**src/rtl/pwmt_pkg.sv**
```systemverilog
package pwmt_pkg;
  localparam int NUM_CH    = 5;
  localparam int NUM_PWM   = 4;
  localparam int NUM_GRP   = 2;
  localparam int CNT_W     = 16;
  localparam int PRE_W     = 8;
  localparam int DIV_W     = 4;
  localparam int DATA_W    = 32;
  localparam int ADDR_W    = 5;
  localparam int GRP_BITS  = 4;
  localparam int DIVCNT_W  = (1 << DIV_W) - 1;
  localparam int CTRL_W    = 8 + GRP_BITS * (NUM_CH - 1);
  localparam int REG_BASE  = 3;
  localparam int REG_STEP  = 3;

  // Per-channel configuration strobes passed from control to datapath
  typedef struct packed {
    logic             run;
    logic             load;
    logic             invert;
    logic             repeatOn;
    logic [DIV_W-1:0] divSel;
    logic [CNT_W-1:0] cntBuf;
    logic [CNT_W-1:0] cmpBuf;
  } chanCfg_t;

  function automatic int ctrlPos(int ch);
    return (ch == 0) ? 0 : 8 + GRP_BITS * (ch - 1);
  endfunction

  function automatic int grpOf(int ch);
    return (ch < 2) ? 0 : 1;
  endfunction

  function automatic logic [CTRL_W-1:0] ctrlMask();
    logic [CTRL_W-1:0] m;
    m = '0;
    for (int c = 0; c < NUM_CH; c++) begin
      m[ctrlPos(c)]     = 1'b1;
      m[ctrlPos(c) + 1] = 1'b1;
      if (c < NUM_PWM) m[ctrlPos(c) + 2] = 1'b1;
      m[ctrlPos(c) + 3] = 1'b1;
    end
    return m;
  endfunction
endpackage

```
**src/rtl/pwmt_chan.sv**
```systemverilog
module pwmt_chan
  import pwmt_pkg::*;
#(
  parameter bit HAS_CMP = 1'b1
) (
  input  logic             clk,
  input  logic             rst_n,
  input  chanCfg_t         cfg,
  input  logic             tick,
  output logic [CNT_W-1:0] cnt,
  output logic             pwm
);
  logic [CNT_W-1:0] cntQ;
  logic             atZero;
  logic             stepNow;

  assign atZero  = (cntQ == '0);
  assign stepNow = cfg.run & tick;

  always_ff @(posedge clk or negedge rst_n) begin
    if (!rst_n) begin
      cntQ <= '0;
    end else if (cfg.load) begin
      cntQ <= cfg.cntBuf;
    end else if (stepNow) begin
      if (!atZero)          cntQ <= cntQ - 1'b1;
      else if (cfg.repeatOn) cntQ <= cfg.cntBuf;
    end
  end

  assign cnt = cntQ;

  generate
    if (HAS_CMP) begin : g_cmp
      logic [CNT_W-1:0] cmpQ;
      always_ff @(posedge clk or negedge rst_n) begin
        if (!rst_n) begin
          cmpQ <= '0;
        end else if (cfg.load) begin
          cmpQ <= cfg.cmpBuf;
        end else if (stepNow && atZero && cfg.repeatOn) begin
          cmpQ <= cfg.cmpBuf;
        end
      end
      assign pwm = cfg.run ? ((cntQ <= cmpQ) ^ cfg.invert) : cfg.invert;
    end else begin : g_nocmp
      assign pwm = 1'b0;
    end
  endgenerate
endmodule

```
**src/rtl/pwmt_datapath.sv**
```systemverilog
module pwmt_datapath
  import pwmt_pkg::*;
(
  input  logic                              clk,
  input  logic                              rst_n,
  input  chanCfg_t [NUM_CH-1:0]             chanCfg,
  input  logic     [NUM_GRP-1:0][PRE_W-1:0] preVal,
  output logic     [NUM_CH-1:0][CNT_W-1:0]  obsCnt,
  output logic     [NUM_PWM-1:0]            pwmOut
);
  logic [NUM_GRP-1:0]               preTick;
  logic [NUM_GRP-1:0][DIVCNT_W-1:0] divCnt;
  logic [NUM_CH-1:0]                chPwm;

  generate
    for (genvar g = 0; g < NUM_GRP; g++) begin : g_grp
      logic [PRE_W-1:0]    preCntQ;
      logic [DIVCNT_W-1:0] divCntQ;
      logic                hit;

      assign hit = (preCntQ >= preVal[g]);

      always_ff @(posedge clk or negedge rst_n) begin
        if (!rst_n) begin
          preCntQ <= '0;
          divCntQ <= '0;
        end else if (hit) begin
          preCntQ <= '0;
          divCntQ <= divCntQ + 1'b1;
        end else begin
          preCntQ <= preCntQ + 1'b1;
        end
      end

      assign preTick[g] = hit;
      assign divCnt[g]  = divCntQ;
    end

    for (genvar c = 0; c < NUM_CH; c++) begin : g_ch
      localparam int GRP = grpOf(c);
      logic [DIVCNT_W-1:0] mask;
      logic                tick;
      logic [CNT_W-1:0]    cntW;
      logic                pwmW;

      assign mask = DIVCNT_W'((32'd1 << chanCfg[c].divSel) - 32'd1);
      assign tick = preTick[GRP] & (&(divCnt[GRP] | ~mask));

      pwmt_chan #(.HAS_CMP(c < NUM_PWM)) u_chan (
        .clk  (clk),
        .rst_n(rst_n),
        .cfg  (chanCfg[c]),
        .tick (tick),
        .cnt  (cntW),
        .pwm  (pwmW)
      );

      assign obsCnt[c] = cntW;
      assign chPwm[c]  = pwmW;
    end
  endgenerate

  assign pwmOut = chPwm[NUM_PWM-1:0];
endmodule

```
**src/rtl/pwmt_ctrl.sv**
```systemverilog
module pwmt_ctrl
  import pwmt_pkg::*;
(
  input  logic                              clk,
  input  logic                              rst_n,
  input  logic     [ADDR_W-1:0]             busAddr,
  input  logic     [DATA_W-1:0]             busWdata,
  input  logic                              busWe,
  output logic     [DATA_W-1:0]             busRdata,
  input  logic     [NUM_CH-1:0][CNT_W-1:0]  obsCnt,
  output chanCfg_t [NUM_CH-1:0]             chanCfg,
  output logic     [NUM_GRP-1:0][PRE_W-1:0] preVal
);
  localparam int PRE_REG_W = NUM_GRP * PRE_W;
  localparam int DIV_REG_W = NUM_CH * DIV_W;
  localparam logic [ADDR_W-1:0] A_PRE  = ADDR_W'(0);
  localparam logic [ADDR_W-1:0] A_DIV  = ADDR_W'(1);
  localparam logic [ADDR_W-1:0] A_CTRL = ADDR_W'(2);
  localparam logic [CTRL_W-1:0] CTRL_MASK = ctrlMask();

  logic [PRE_REG_W-1:0]              preReg;
  logic [DIV_REG_W-1:0]              divReg;
  logic [CTRL_W-1:0]                 ctrlReg;
  logic [NUM_CH-1:0][CNT_W-1:0]      cntBufReg;
  logic [NUM_PWM-1:0][CNT_W-1:0]     cmpBufReg;

  function automatic logic [ADDR_W-1:0] chAddr(int ch, int slot);
    return ADDR_W'(REG_BASE + REG_STEP * ch + slot);
  endfunction

  always_ff @(posedge clk or negedge rst_n) begin
    if (!rst_n) begin
      preReg    <= '0;
      divReg    <= '0;
      ctrlReg   <= '0;
      cntBufReg <= '0;
      cmpBufReg <= '0;
    end else if (busWe) begin
      if (busAddr == A_PRE)  preReg  <= busWdata[PRE_REG_W-1:0];
      if (busAddr == A_DIV)  divReg  <= busWdata[DIV_REG_W-1:0];
      if (busAddr == A_CTRL) ctrlReg <= busWdata[CTRL_W-1:0] & CTRL_MASK;
      for (int c = 0; c < NUM_CH; c++) begin
        if (busAddr == chAddr(c, 0)) cntBufReg[c] <= busWdata[CNT_W-1:0];
      end
      for (int c = 0; c < NUM_PWM; c++) begin
        if (busAddr == chAddr(c, 1)) cmpBufReg[c] <= busWdata[CNT_W-1:0];
      end
    end
  end

  always_comb begin
    busRdata = '0;
    if (busAddr == A_PRE)  busRdata = DATA_W'(preReg);
    if (busAddr == A_DIV)  busRdata = DATA_W'(divReg);
    if (busAddr == A_CTRL) busRdata = DATA_W'(ctrlReg);
    for (int c = 0; c < NUM_CH; c++) begin
      if (busAddr == chAddr(c, 0)) busRdata = DATA_W'(cntBufReg[c]);
      if (busAddr == chAddr(c, 2)) busRdata = DATA_W'(obsCnt[c]);
    end
    for (int c = 0; c < NUM_PWM; c++) begin
      if (busAddr == chAddr(c, 1)) busRdata = DATA_W'(cmpBufReg[c]);
    end
  end

  generate
    for (genvar g = 0; g < NUM_GRP; g++) begin : g_pre
      assign preVal[g] = preReg[g*PRE_W +: PRE_W];
    end
    for (genvar c = 0; c < NUM_CH; c++) begin : g_cfg
      localparam int POS = ctrlPos(c);
      assign chanCfg[c].run      = ctrlReg[POS];
      assign chanCfg[c].load     = ctrlReg[POS+1];
      assign chanCfg[c].invert   = ctrlReg[POS+2];
      assign chanCfg[c].repeatOn = ctrlReg[POS+3];
      assign chanCfg[c].divSel   = divReg[c*DIV_W +: DIV_W];
      assign chanCfg[c].cntBuf   = cntBufReg[c];
      if (c < NUM_PWM) begin : g_hasCmp
        assign chanCfg[c].cmpBuf = cmpBufReg[c];
      end else begin : g_noCmp
        assign chanCfg[c].cmpBuf = '0;
      end
    end
  endgenerate
endmodule

```
**src/rtl/pwm_timer.sv**
```systemverilog
module pwm_timer
  import pwmt_pkg::*;
(
  input  logic               clk,
  input  logic               rst_n,
  input  logic [ADDR_W-1:0]  busAddr,
  input  logic [DATA_W-1:0]  busWdata,
  input  logic               busWe,
  output logic [DATA_W-1:0]  busRdata,
  output logic [NUM_PWM-1:0] pwmOut
);
  chanCfg_t [NUM_CH-1:0]             chanCfg;
  logic     [NUM_GRP-1:0][PRE_W-1:0] preVal;
  logic     [NUM_CH-1:0][CNT_W-1:0]  obsCnt;

  pwmt_ctrl u_ctrl (
    .clk     (clk),
    .rst_n   (rst_n),
    .busAddr (busAddr),
    .busWdata(busWdata),
    .busWe   (busWe),
    .busRdata(busRdata),
    .obsCnt  (obsCnt),
    .chanCfg (chanCfg),
    .preVal  (preVal)
  );

  pwmt_datapath u_dp (
    .clk    (clk),
    .rst_n  (rst_n),
    .chanCfg(chanCfg),
    .preVal (preVal),
    .obsCnt (obsCnt),
    .pwmOut (pwmOut)
  );
endmodule

```
**config.mk**
```make
export PLATFORM = sky130hd
export DESIGN_NAME = pwm_timer
export DESIGN_NICKNAME = d
export VERILOG_FILES = /design/src/rtl/pwmt_pkg.sv /design/src/rtl/pwmt_chan.sv /design/src/rtl/pwmt_datapath.sv /design/src/rtl/pwmt_ctrl.sv /design/src/rtl/pwm_timer.sv
export SDC_FILE = /design/constraint.sdc
export NUM_CORES = 1
export LEC_CHECK = 0
export BUFFER_PORTS_ARGS = -buffer_cell sky130_fd_sc_hd__buf_2
export CORE_UTILIZATION = 35
export DETAILED_ROUTE_END_ITERATION = 10
export SLEW_MARGIN = 10
export SYNTH_ARGS = -nofsm -noshare
export SYNTH_HDL_FRONTEND = slang
export SYNTH_SLANG_ARGS = --single-unit
```
**constraint.sdc**
```tcl
create_clock -name clk -period 5.2 [get_ports clk]
set_clock_uncertainty 0.2 [all_clocks]
set_input_delay 0.26 -clock clk [delete_from_list [all_inputs] [get_ports clk]]
set_output_delay 0.26 -clock clk [all_outputs]
set_load 0.05 [all_outputs]
```
* Word-level counts from Yosys, hierarchy flattened *
Index checks and enable logic that the tools add are counted.

storage, ports and cells
  input bits = 40
  flip-flop bits (word level) = 389
  output and inout bits = 36

cells by class
  bitwise logic cells = 24
  $add $sub $neg = 14
  shift operators = 5
  muxes and demuxes = 51
  eq/ne operators = 21
  magnitude comparators = 6
  reduce and logical (&&, ||, !) cells = 45

operators with widths
  operator                                                              number
  16-bit 2-to-1 mux                                                     29
  24-bit 2-to-1 mux                                                     15
  16-bit logical NOT                                                    5
  16-bit by 1-bit subtractor with 16-bit output, second input constant  5
  15-bit inverter                                                       5
  15-bit bitwise OR                                                     5
  15-bit AND reduction                                                  5
  1-bit by 4-bit << shifter with 15-bit output, first input constant    5
  15-bit by 1-bit subtractor with 15-bit output, second input constant  5
  16-bit less-or-equal comparator                                       4
  5-bit by 4-bit == test with 1-bit output, second input constant       8
  2-bit AND reduction                                                   17
  15-bit by 1-bit adder with 15-bit output, second input constant       2
  5-bit by 3-bit == test with 1-bit output, second input constant       4
  20-bit 2-to-1 mux                                                     1
  2-bit nonzero test                                                    9
  8-bit by 1-bit adder with 8-bit output, second input constant         2
  8-bit >= comparator                                                   2
  8-bit 2-to-1 mux                                                      2
  3-bit inequality test, second input constant                          5
  1-bit bitwise AND                                                     10
  5-bit by 2-bit == test with 1-bit output, second input constant       2
  1-bit logical AND                                                     8
  5-bit by 1-bit == test with 1-bit output, second input constant       1
  4 further kinds                                                       10

* Logic depth before layout (Yosys ltp) *
Gate-level depths: netlist of the first run.

  depth in word-level cells = 18
  mapped depth = 14

* Cells and area by module *
A second synthesis of the first run with hierarchy kept.

unflattened totals
  cell total of the unflattened synthesis = 2,538
  area total of the unflattened synthesis = 24,476.0 µm²

modules (own cells, without submodules)
  module                                area each (µm²)  instances  cells an instance  sequential area each (µm²)
  pwmt_ctrl                             10,760.3         1          989                4,979.8
  pwmt_chan at u_dp.g_ch[0].u_chan ...  2,124.5          4          233                800.8
  pwmt_datapath                         4,062.6          1          483                1,151.1
  pwmt_chan at u_dp.g_ch[4].u_chan      1,154.9          1          134                400.4

* Worst setup path before layout of the first run *
No wires, ideal clock.

  kind = register -> register
  start point = register u_ctrl.divReg[16]
  end point = register u_dp.g_ch[4].u_chan.cntQ[5]
  arrival time = 2.968 ns
  setup time = 0.126 ns
  setup slack = 1.906 ns
  required time = 4.874 ns
  cell stages (with the launch flop) = 15
  path buffers = 4
  cells stage by stage = dfrtp_1 -> clkbuf_1 -> nor2_1 -> nand2_1 -> ha_1 -> clkbuf_1 -> nor2_1 -> nor4b_1 -> nor4_1 -> nand4_1 -> or4_1 -> buf_2 -> o21a_1 -> buf_2 -> a221o_1

on the way
  cells in the longest elaborated chain, start to end = 9

RTL lines
  item                                           RTL line             text
  start, declared                                pwmt_ctrl.sv:22      logic [DIV_REG_W-1:0] divReg;
  start signal, assigned                         pwmt_ctrl.sv:40      if (busAddr == A_DIV) divReg <= busWdata[DIV_REG_W-1:0];
  1-bit by 4-bit << shifter with 15-bit output   pwmt_datapath.sv:46  assign mask = DIVCNT_W'((32'd1 << chanCfg[c].divSel) - 32'd1);
  15-bit by 1-bit subtractor with 15-bit output  pwmt_datapath.sv:46
  15-bit inverter                                pwmt_datapath.sv:47  assign tick = preTick[GRP] & (&(divCnt[GRP] | ~mask));
  15-bit bitwise OR                              pwmt_datapath.sv:47
  15-bit AND reduction                           pwmt_datapath.sv:47
  1-bit bitwise AND                              pwmt_datapath.sv:47
  1-bit bitwise AND                              pwmt_chan.sv:18      assign stepNow = cfg.run & tick;
  2-bit nonzero test (no line)                   --
  2-bit AND reduction (no line)                  --
  end signal, assigned                           pwmt_chan.sv:24      cntQ <= cfg.cntBuf;
  end signal, assigned                           pwmt_chan.sv:26      if (!atZero) cntQ <= cntQ - 1'b1;
  end signal, assigned                           pwmt_chan.sv:27      else if (cfg.repeatOn) cntQ <= cfg.cntBuf;
  end, declared                                  pwmt_chan.sv:13      logic [CNT_W-1:0] cntQ;

Every way passes these cells.
A chain may end at the register's enable or synchronous reset.

* Worst setup path after layout of the first run *
  start point = register u_ctrl.divReg[19]
  end point = register u_dp.g_ch[4].u_chan.cntQ[6]

Same word-level chain as after synthesis.

==> metrics, run 1 <==
Worst Setup Slack, final 0.870 ns; Netlist Area Pre-Place 23800 um^2; most common cell after layout, fill and taps aside dfrtp_1; wire per inst 26.0 um; max cap viols 0; Post-DRT Antenna Nets 0; Place WS 0.971 ns; Synth area leaders dfrtp_1 41%, mux2_2 10%, ha_1 5.2%, a21oi_1 3.1%, nor2_1 3.0%; final layout net count 2606; critical path class reg -> reg; Post-synth EDFFs 0; Routed WL 87.9 mm; CTS Sinks 389; I/O Buffers 57; postcts setup bufs 0; first-pass GRT wire length 132 mm; Num CTS Buffers 46; # setup viols final 0; Slew Viols, Final 0; largest area contributor in the netlist dfrtp_1; ys flop type dfrtp_1; largest net degree at the start of global routing 142; Critical Path End Type register; LEAKAGE 11.3 nW; Post-Layout Cell Count 3375; CTS Buffer Depth 3; number of synthesized register bits 389; RSZ-0062 raised after global routing no; # rows 95; Die Ht 263 um; Yosys warnings 0; antenna fix cells 0; Worst EP required 5.45 ns; actual slew at the worst max-slew pin 1.28 ns; Tot Pwr 0.0127 W; violation count after the first detailed-routing iteration 2409; Total GRT Usage 25.2%; initial antenna violation count 10; DIE AREA 68900 um^2; fmax 231 MHz; via-per-instance ratio 6.10; grt ovf 0; CTS tree done; root buffer cell clkbuf_16; Placed Cells 3284; post-cts repair resize count 0; sequential area share after synthesis 41.0%; syn_area_per_cell 9.55 um^2; Cells after Synth 2487; top cell type's share of synthesized area 41.0%; H-tree Lvls 2; vias in the first global route 20000; Core Footprint 67200 um^2; CP max FO 17; worst-case hold slack 0.0636 ns; element type at the critical path start register; commonest cells after routing, fill and taps aside 389 x dfrtp_1, 219 x mux2_2, 189 x nor2_1; library cells used by synthesis 96; final count of hold timing violations 0; Post-route DRC 0; relative max-transition margin 14.6%; Initial Utilization 35.4%; Vias 20600; Worst-path clk slew 0.06 ns; Tcrit/Tclk final 83.3%; drt pass-1 iters 6; Die W 263 um; # IOs 76; Async SR Flop Fraction 100%; crit path DAT 4.58 ns; PD cells 480 nW/um^2; Post-Route Setup TNS 0 ns; class of the worst hold path in -> async; Final min period 4.33 ns; Clock Latency Late Sink 0.61 ns; Synth-to-Final Area Change 11.2%; outcome finished, final reports clean; ratio of cells with drive above 1 in the final layout 16.8%; Peak VDD IR 0.218 mV; hpwl dp 63.4 mm; routability cong. 1.02
sequential cells by signal, indices dropped and copies added (netlist names):
name                         cells
u_ctrl.chanCfg                 144
u_dp.g_ch.u_chan.cnt            80
u_dp.g_ch.u_chan.g_cmp.cmpQ     64
u_dp.g_grp.divCntQ              30
u_ctrl.divReg                   20
u_ctrl.ctrlReg                  19
u_ctrl.preVal                   16
u_dp.g_grp.preCntQ              16
final timing paths:
| check | from | end | slack (ns) | cells past startpoint |
|---|---|---|---|---|
| worst max register to register | u_ctrl.divReg[19] | u_dp.g_ch[4].u_chan.cnt[6] | 0.87 | 10 |
| worst max-delay path | u_ctrl.divReg[19] | u_dp.g_ch[4].u_chan.cnt[6] | 0.87 | 10 |
| worst min-delay path | rst_n | u_dp.g_grp[0].divCntQ[6] | 0.06 | 2 |
| max in group asynchronous | rst_n | u_dp.g_ch[0].u_chan.cnt[15] | 3.32 | 3 |
| worst min register to register | u_dp.g_ch[3].u_chan.g_cmp.cmpQ[4] | u_dp.g_ch[3].u_chan.g_cmp.cmpQ[4] | 0.29 | 1 |
| min in group clk | busWdata[14] | u_ctrl.chanCfg[14] | 0.10 | 2 |
cell usage after synthesis, types with 25 or more instances:
cell type,number
xnor2_1,27
a21oi_1,147
nor3_1,50
nand4_1,25
nand2_1,179
o221ai_1,25
mux2_1,34
a21o_1,26
clkbuf_1,124
or3_1,27
dfrtp_1,389
o21ai_0,128
nand2b_1,36
nor2_1,189
mux2_2,219
ha_1,99
nand3_1,66
inv_1,129
where the power goes:
group / total [W] / internal, W / leakage, nW / switching [W]
Sequential: 0.00520 / 0.00384 / 4.94 / 0.00136
Clock: 0.00353 / 0.00214 / 0.793 / 0.00139
Combinational: 0.00396 / 0.00172 / 5.57 / 0.00224
Total: 0.0127 / 0.00770 / 11.3 / 0.00499
worst max-delay path: stages, from the launching register on:
cell and delay, ns:
dfrtp_1 0.56, nor2_1 0.33, nand3_1 0.12, ha_1 0.36
nor2b_1 0.22, a21oi_1 0.18, o32ai_1 0.09, a211o_1 0.25
or4_1 0.88, nor2_1 0.72, o221ai_1 0.26
metrics by stage:
step	cell area [um^2]	util [%]
after global placement	24700	36.8
after global routing	26400	39.3
final	26400	39.3
after CTS	26400	39.3
after detailed placement	24700	36.8
after floorplan	23800	-
logic make-up (layout without fill, tap and decap cells):
logic type | count (synthesis) | count (layout) | share of synthesized area [%]
other cells | 1 | 9 | 0.0158
xor+xnor | 45 | 45 | 1.66
buf+inv | 295 | 302 | 5.06
fa+ha+maj | 99 | 99 | 5.21
mux | 258 | 258 | 12.2
compound gates | 657 | 657 | 19.0
simple gates | 743 | 743 | 15.9
flops | 389 | 389 | 41.0
final cells by class:
cell class / instances / area (um^2)
timing repair buffer: 89 / 581
tap: 873 / 1090
multi-input combinational: 1811 / 12900
clock inverter: 22 / 337
clock buffer: 61 / 1290
inverter: 130 / 488
fill: 6571 / 40700
sequential: 389 / 9730
what timing repair did:
action | in CTS | in global routing
setup endpoints to repair | 0 | 0
hold buffers | 8 | 0
endpoints found under the hold margin | 81 | 0
layer usage:
metal,wire [um],vias to the layer above,global-route usage [%]
met5,51,-,0
met4,3610,8,10.1
met3,7340,202,4.76
met2,38200,913,37.6
met1,38700,10300,35.7
li1,-,9143,-
Power figures use the tool's default switching activity.
==> run 2: changes to the inputs <==
Clock period 5.2 ns to 4 ns, I/O delays scaled along.
==> run 2 against run 1 <==
- power grew 31%
- setup slack got worse by 0.58 ns
- sequential power rose by 27%
- non-clock buffer count grew 59
- final cell count is 1.8% higher
- register-to-register slack got worse by 0.54 ns
- routed wire length rose by 2.0%
- clock power is 30% higher
- first-iteration DRC count shrank 5.6%
- critical path type is now in -> out
==> metrics, run 2 (synthesis gave the netlist of run 1 again) <==
outcome finished, final reports clean; Routed WL 89.7 mm; # rows 95; CTS Buffer Depth 3; fmax 269 MHz; actual slew at the worst max-slew pin 1.03 ns; final count of hold timing violations 0; Synth-to-Final Area Change 13.2%; violation count after the first detailed-routing iteration 2275; drt pass-1 iters 6; Post-route DRC 0; RSZ-0062 raised after global routing no; Peak VDD IR 0.243 mV; routability cong. 0.999; Die Ht 263 um; relative max-transition margin 30.9%; critical path class in -> out; hpwl dp 65.2 mm; largest net degree at the start of global routing 103; Slew Viols, Final 0; ratio of cells with drive above 1 in the final layout 18.8%; class of the worst hold path in -> async; most common cell after layout, fill and taps aside dfrtp_1; I/O Buffers 57; most common cell type on the critical path buf_2; Clock Latency Late Sink 0.60 ns; initial antenna violation count 6; crit path DAT 3.31 ns; Initial Utilization 35.4%; max incr delay on CP 0.81 ns; R2R setup slack 0.33 ns; register area 9730 um^2; Worst EP required 3.60 ns; area of the multi-input gates 12900 um^2; Worst-path clk slew 0.06 ns; first-pass GRT wire length 135 mm; Num CTS Buffers 46; vias in the first global route 20500; fill cell count 6511; Final min period 3.71 ns; final layout net count 2665; Post-DRT Antenna Nets 0; LEAKAGE 11.6 nW; Total GRT Usage 25.7%; H-tree Lvls 2; via-per-instance ratio 6.12; CTS tree done; # setup viols final 0; PD cells 620 nW/um^2; root buffer cell clkbuf_16; CP max FO 31; worst-case hold slack 0.0293 ns; Critical Path End Type primary output; commonest cells after routing, fill and taps aside 389 x dfrtp_1, 219 x mux2_2, 189 x nor2_1; Critical Path, Cell by Cell buf_2 -> or2_2 -> nor3_1 -> a221oi_1 -> a221o_1 -> a32oi_1 -> o22ai_1 -> nand3_1 -> buf_2; grt ovf 0; Die W 263 um; Core Footprint 67200 um^2; Post-Route Setup TNS 0 ns; CP max stage cell nor3_1; element type at the critical path start input pin; RR Endpoint u_dp.g_ch[3].u_chan.cnt[7]; CTS Sinks 389; Critical R2R Launch u_ctrl.divReg[12]; number of flip-flops in the largest register 144; R2R depth 11; Vias 21000; max cap viols 0; wire per inst 26.1 um; Tcrit/Tclk final 92.8%; # IOs 76; DIE AREA 68900 um^2
==> run 2: timing repair <==
item	in CTS	in global routing
hold buffers	8	0
endpoints found under the setup margin	0	4
hold endpoints to repair	82	0
buffers inserted	0	0
gates resized for setup	0	1
==> run 2: through the flow <==
| step | area [um^2] | cells | total power, W | util [%] | worst slack, ns |
|---|---|---|---|---|---|
| after floorplan | 23800 | 2495 | 0.00984 | - | 0.706 |
| after global placement | 25200 | 3343 | 0.0118 | 37.5 | 0.289 |
| after detailed placement | 25200 | 3343 | 0.0120 | 37.5 | 0.327 |
| after CTS | 26900 | 3435 | 0.0166 | 40.1 | 0.306 |
| after global routing | 26900 | 3435 | 0.0176 | 40.1 | 0.0366 |
| final | 26900 | 3436 | 0.0167 | 40.1 | 0.287 |
==> run 2: how the worst max path moves through the flow <==
stage / start / endpoint / slack, ns / cells after the start
final: busAddr[1] / busRdata[4] / 0.29 / 9
after global routing: u_ctrl.divReg[0] / u_dp.g_ch[0].u_chan.g_cmp.cmpQ[2] / 0.04 / 12
after CTS: u_ctrl.divReg[1] / u_dp.g_ch[0].u_chan.cnt[8] / 0.31 / 10
after detailed placement: u_ctrl.divReg[1] / u_dp.g_ch[0].u_chan.cnt[8] / 0.33 / 10
after global placement: u_ctrl.divReg[1] / u_dp.g_ch[0].u_chan.cnt[8] / 0.29 / 10
after floorplan: u_ctrl.divReg[16] / u_dp.g_ch[4].u_chan.cnt[5] / 0.71 / 14
==> run 2: power by group <==
| group | switching [W] | total (W) | internal, W | leakage, nW |
|---|---|---|---|---|
| sequential | 0.00161 | 0.00660 | 0.00499 | 4.94 |
| clock | 0.00183 | 0.00460 | 0.00277 | 0.801 |
| combinational | 0.00311 | 0.00547 | 0.00235 | 5.87 |
| total | 0.00655 | 0.0167 | 0.0101 | 11.6 |
==> run 2: area by class of cell <==
class                      count  area share (%)
antenna                        1         0.00930
clock buffer                  60            4.89
timing repair buffer         148            3.94
tap                          873            4.06
multi-input combinational   1811            47.9
sequential                   389            36.2
clock inverter                24            1.18
inverter                     130            1.81
==> run 2: per-layer routing <==
metal,global-route usage (%),up-vias,routed length [um]
li1,-,9262,-
met1,35.8,10600,38700
met2,38.4,950,38800
met3,5.91,235,8240
met4,10.5,8,3880
met5,0,-,58
==> run 2: critical path, delay by kind of cell <==
kind | cells | cell delay (ns)
buffers and inverters | 2 | 0.58
AO/OA/AOI/OAI | 4 | 1.13
AND/OR/NAND/NOR | 3 | 1.40
